<file path="src/rtl/softstart_seq.sv">
module softstart_seq #(
  parameter int CODE_W   = 6,
  parameter int STEP_CYC = 32,
  parameter int HOLD_CYC = STEP_CYC * (2 ** CODE_W)
) (
  input  logic              clk,
  input  logic              rst_n,
  input  logic              inhibit,
  input  logic              oc_fault,
  output logic [CODE_W-1:0] ref_code,
  output logic              ramping,
  output logic              in_reg
);

  localparam int TW = $clog2(STEP_CYC + 1);
  localparam int HW = $clog2(HOLD_CYC + 1);
  localparam logic [CODE_W-1:0] CODE_MAX  = '1;
  localparam logic [TW-1:0]     STEP_LAST = TW'(STEP_CYC - 1);
  localparam logic [HW-1:0]     HOLD_LAST = HW'(HOLD_CYC - 1);

  typedef enum logic [1:0] {S_IDLE, S_RAMP, S_REG, S_HOLD} st_t;

  st_t              st;
  logic [TW-1:0]    step_tmr;
  logic [HW-1:0]    hold_tmr;
  logic [CODE_W-1:0] code;

  always_ff @(posedge clk) begin
    if (!rst_n || inhibit) begin
      st       <= S_IDLE;
      code     <= '0;
      step_tmr <= '0;
      hold_tmr <= '0;
    end else begin
      case (st)
        S_IDLE: begin
          st       <= S_RAMP;
          code     <= '0;
          step_tmr <= '0;
        end
        S_RAMP: begin
          if (step_tmr == STEP_LAST) begin
            step_tmr <= '0;
            if (code == CODE_MAX) st <= S_REG;
            else                  code <= code + 1'b1;
          end else begin
            step_tmr <= step_tmr + 1'b1;
          end
        end
        S_REG: begin
          if (oc_fault) begin
            st       <= S_HOLD;
            code     <= '0;
            hold_tmr <= '0;
          end
        end
        S_HOLD: begin
          if (hold_tmr == HOLD_LAST) begin
            st       <= S_RAMP;
            step_tmr <= '0;
            hold_tmr <= '0;
          end else begin
            hold_tmr <= hold_tmr + 1'b1;
          end
        end
        default: st <= S_IDLE;
      endcase
    end
  end

  assign ref_code = code;
  assign ramping  = (st == S_RAMP);
  assign in_reg   = (st == S_REG);

endmodule

</file>
<file path="config.mk">
export PLATFORM = sky130hd
export DESIGN_NAME = softstart_seq
export DESIGN_NICKNAME = d
export VERILOG_FILES = /design/src/rtl/softstart_seq.sv
export SDC_FILE = /design/constraint.sdc
export NUM_CORES = 1
export LEC_CHECK = 0
export BUFFER_PORTS_ARGS = -buffer_cell sky130_fd_sc_hd__buf_2
export CORE_MARGIN = 1.5
export CORE_UTILIZATION = 53
export DETAILED_ROUTE_END_ITERATION = 8
export PLACE_DENSITY = 0.75
export SLEW_MARGIN = 20
export SYNTH_ARGS = -nofsm -noshare
export SYNTH_HDL_FRONTEND = slang
export SYNTH_SLANG_ARGS = --single-unit
export TNS_END_PERCENT = 30
</file>
<file path="constraint.sdc">
create_clock -name clk -period 1.8 [get_ports clk]
set_input_delay 0.36 -clock clk [delete_from_list [all_inputs] [get_ports clk]]
set_output_delay 0.36 -clock clk [all_outputs]
set_load 0.01 [all_outputs]
</file>
==> run_summary.xml <==
<?xml version="1.0" encoding="UTF-8"?>
<metrics>
  <group name="finish">
    <metric name="fin_nets" unit="">227</metric>
    <metric name="finished_layout_cells" unit="">244</metric>
    <metric name="areaGrowthSynthToFinish" unit="%">31.2</metric>
    <metric name="antenna_cells_inserted" unit="">0</metric>
    <metric name="drive_above_1_share" unit="%">34.3</metric>
    <metric name="finalInstanceArea" unit="mm2">0.00198</metric>
    <metric name="n_fill_cell" unit="">202</metric>
  </group>
  <group name="drt">
    <metric name="detail_route.first_pass.iterations" unit="">4</metric>
    <metric name="postRouteWirelength" unit="um">3940</metric>
    <metric name="drcViolationCount" unit="">0</metric>
    <metric name="post_drt_wl_per_cell" unit="um">16.2</metric>
    <metric name="drt-vias-per-instance" unit="">6.27</metric>
    <metric name="drt_iter0_drc" unit="">83</metric>
    <metric name="route.vias.total" unit="">1531</metric>
    <metric name="final_antenna_violating_net_count" unit="">0</metric>
  </group>
  <group name="global_routing">
    <metric name="gr-usage-all-layers" unit="%">25.5</metric>
    <metric name="globalRouteOverflowTotal" unit="">0</metric>
    <metric name="grt_pass1_vias" unit="">1478</metric>
    <metric name="antenna_violations_before_repair" unit="">0</metric>
    <metric name="grt_start_max_net_pins" unit="">21</metric>
    <metric name="first_pass_grt_wire_length" unit="um">6460</metric>
  </group>
  <group name="logic_synthesis">
    <metric name="average_cell_area_after_synthesis" unit="um2">8.59</metric>
    <metric name="yosys-top-cells-count" unit="">26 x dfxtp_1, 20 x nand2_1, 19 x nor3_1, 9 x ha_1, 8 x nand3_1</metric>
    <metric name="synth_fp_nets" unit="">189</metric>
    <metric name="synth_cell_type_count" unit="">43</metric>
    <metric name="synth-adder-area-share" unit="%">7.44</metric>
    <metric name="synthSimpleGateAreaFrac" unit="%">28.5</metric>
    <metric name="area_fraction_in_compound_gates_after_synthesis" unit="%">17.5</metric>
    <metric name="synth_top_area_share" unit="%">34.4</metric>
    <metric name="ys_async_sr_fraction" unit="%">0</metric>
    <metric name="yosys.area.top_type" unit="">dfxtp_1</metric>
    <metric name="syn_area" unit="mm2">0.00151</metric>
    <metric name="synth_top_flop_cell" unit="">dfxtp_1</metric>
    <metric name="post_synth_mux_area_share" unit="%">3.39</metric>
    <metric name="post_synth_main_area_contributors" unit="">dfxtp_1 34%, ha_1 7.4%, nor3_1 6.3%, nand2_1 5.0%, a32o_1 3.3%</metric>
    <metric name="netlist_instances" unit="">176</metric>
    <metric name="synth_edf_count" unit="">0</metric>
    <metric name="synth.most_common_cell" unit="">dfxtp_1</metric>
    <metric name="synth_warnings" unit="">0</metric>
    <metric name="synth.yosys.seq_area_share" unit="%">34.4</metric>
    <metric name="synth_seq_cells" unit="">26</metric>
    <metric name="largest_family_of_logic_cells_by_synthesized_area" unit="">simple AND/OR/NAND/NOR gates</metric>
    <metric name="post_synth_xor_area_fraction" unit="%">5.21</metric>
  </group>
  <group name="critical_path">
    <metric name="timing.critical_path.max_delay_family" unit="">simple AND/OR/NAND/NOR gates</metric>
    <metric name="worst_setup_path_end_kind" unit="">register</metric>
    <metric name="critPathLaunch" unit="">st[1]$_SDFFE_PP0P_</metric>
    <metric name="r2r-start" unit="">st[1]$_SDFFE_PP0P_</metric>
    <metric name="slowest_delay" unit="ps">450</metric>
    <metric name="critPathArrivalTime" unit="ps">2160</metric>
    <metric name="timing.critical_path.slowest_stage_cell" unit="">or4_4</metric>
    <metric name="crit_chain" unit="">buf_4 -&gt; ha_2 -&gt; nor2b_1 -&gt; or4_4 -&gt; or3_4 -&gt; a21oi_2</metric>
    <metric name="cp_data_required_time" unit="ps">2070</metric>
    <metric name="timing_worst_setup_path_type" unit="">register to register</metric>
    <metric name="worst_setup_start_kind" unit="">register</metric>
    <metric name="critical_path.max_fanout" unit="">4</metric>
    <metric name="bufs_and_invs_on_worst_path" unit="">1</metric>
  </group>
  <group name="outcome">
    <metric name="run_status" unit="">finished, violations left</metric>
    <metric name="violations" unit="">negative setup slack</metric>
  </group>
  <group name="cts">
    <metric name="maximum_level_of_the_cts_h_tree" unit="">1</metric>
    <metric name="tritoncts_clock_tree" unit="">done</metric>
    <metric name="clkSinkCount" unit="">26</metric>
    <metric name="cts_buffers" unit="">3</metric>
    <metric name="clk_path_buf_depth" unit="">2</metric>
    <metric name="insertion_delay" unit="ps">330</metric>
    <metric name="clk_root_buffer_cell" unit="">clkbuf_4</metric>
    <metric name="cts.clk_slew.worst_paths" unit="ps">150</metric>
  </group>
  <group name="sta">
    <metric name="rsz0062_at_grt" unit="">true</metric>
    <metric name="setup_viol" unit="">6</metric>
    <metric name="worst_clock_skew" unit="ps">12.4</metric>
    <metric name="setup_slack" unit="ps">-87.8</metric>
    <metric name="finalWorstPathRequiredPeriod" unit="ps">1890</metric>
    <metric name="tns" unit="ps">-224</metric>
    <metric name="timing.max_slew.rel_slack" unit="%">64.9</metric>
    <metric name="worst_pin_slew" unit="ps">522</metric>
    <metric name="min_period_over_period" unit="%">105</metric>
    <metric name="whs" unit="ps">466</metric>
    <metric name="fmax" unit="GHz">0.530</metric>
    <metric name="timing_max_transition_violations_final" unit="">0</metric>
    <metric name="hold_violations" unit="">0</metric>
  </group>
  <group name="place">
    <metric name="detailedPlacementHpwl" unit="um">2790</metric>
    <metric name="place.detailed.instances" unit="">240</metric>
    <metric name="gp_routability_congestion" unit="">0.864</metric>
    <metric name="place_area" unit="mm2">0.00182</metric>
    <metric name="numPortBuffers" unit="">11</metric>
  </group>
  <group name="floorplan">
    <metric name="floorplan.initialDensity" unit="%">55.3</metric>
    <metric name="fp.coreArea" unit="mm2">0.00273</metric>
    <metric name="chipHeight" unit="um">56.4</metric>
    <metric name="placementRows" unit="">19</metric>
    <metric name="die-area" unit="mm2">0.00318</metric>
    <metric name="floorplan.io_pins" unit="">12</metric>
    <metric name="chipWidth" unit="um">56.4</metric>
  </group>
  <group name="power">
    <metric name="vdd.ir_drop.worst" unit="mV">0.509</metric>
    <metric name="static-leakage-power" unit="nW">0.730</metric>
    <metric name="p_per_area" unit="mW/mm2">525</metric>
    <metric name="post-layout-total-power" unit="mW">1.04</metric>
  </group>
  <group name="hold_path">
    <metric name="beginning_of_the_worst_hold_path" unit="">inhibit</metric>
    <metric name="timing.hold.worst.class" unit="">primary input to register</metric>
  </group>
  <group name="job">
    <metric name="maxCapViolations" unit="">0</metric>
  </group>
</metrics>
-- cell families (layout without fill, tap and decap cells) --
logic type,Yosys count,count (layout)
xor gates and xnor gates,9,9
adders and majority gates,9,9
muxes,5,5
AOI/OAI and AO/OA,34,34
DFF,26,26
buffers and inverters,14,51
and+or+nand+nor,79,79
-- power by group --
part	internal [mW]	switching [mW]
Sequential	0.579	0.00558
Combinational	0.0733	0.0807
Clock	0.124	0.180
-- final timing paths --
path | cells past startpoint | slack [ps] | end
worst max register to register | 6 | -90 | ref_code[0]$_SDFFE_PP0P_
worst max-delay path | 6 | -90 | ref_code[0]$_SDFFE_PP0P_
worst min-delay path | 4 | 470 | ref_code[2]$_SDFFE_PP0P_
worst min register to register | 2 | 510 | step_tmr[1]$_SDFFE_PP0P_
-- layer usage --
layer  GRT usage [%]  share of wire, %  vias up
met5               0                 0        -
met4            12.2               1.3        0
met3            2.53               4.9        6
met2            42.5                50       56
met1            32.9                44      735
li1                -                 -      734
-- repair_timing --
item / 4_1_cts / 5_1_grt
pin swaps: 4 / 7
hold endpoints to repair: 0 / 0
hold buffers: 0 / 0
buffers inserted: 0 / 0
gates resized for setup: 13 / 18
setup endpoints to repair: 22 / 25
-- cell type report --
class	instances	area (um2)	area share [%]
Multi-Input combinational cell	136	1060	53.4
Sequential cell	26	528	26.6
Timing Repair Buffer	40	293	14.8
Tap cell	31	38.8	1.95
Clock buffer	4	36.3	1.83
Inverter	7	28.8	1.45
-- placed cells by master, fill, tap and decap left out, types with 2 or more instances in the layout --
master     count
inv_1          6
a21oi_1        3
or3_1          3
o2bb2ai_1      2
ha_2           3
o21ai_0        4
a22o_1         3
dfxtp_4        2
mux2i_1        4
nand4_1        5
o221a_2        3
nand2_1       20
and4_1         2
nor3_2         2
or4_4          2
ha_1           5
buf_2         11
nand3_1        8
a32o_1         5
dfxtp_1       24
nand2b_1       4
buf_6          2
buf_4         26
xnor2_1        4
nor3_1        16
xor2_1         5
o21ai_1        2
a21oi_2        2
nor2b_1        2
clkbuf_4       3
-- registers in the layout, summed over array words and instances (netlist names) --
signal	count
step_tmr	6
ref_code	6
st	2
hold_tmr	12
-- worst min-delay path: cells and delay by family --
kind / cells / cell delay [ps]
buffers and inverters: 2 / 250
AO/OA/AOI/OAI: 1 / 130
AND/OR/NAND/NOR: 1 / 30
-- stage by stage --
step / setup slack [ps] / util, %
6_report: -87.8 / 72.6
5_1_grt: -128 / 72.6
4_1_cts: -52.5 / 69.6
3_5_place_dp: -174 / 66.4
3_3_place_gp: -83.0 / 66.4
2_1_floorplan: -48.6 / -
(Power assumes the default switching activity.)
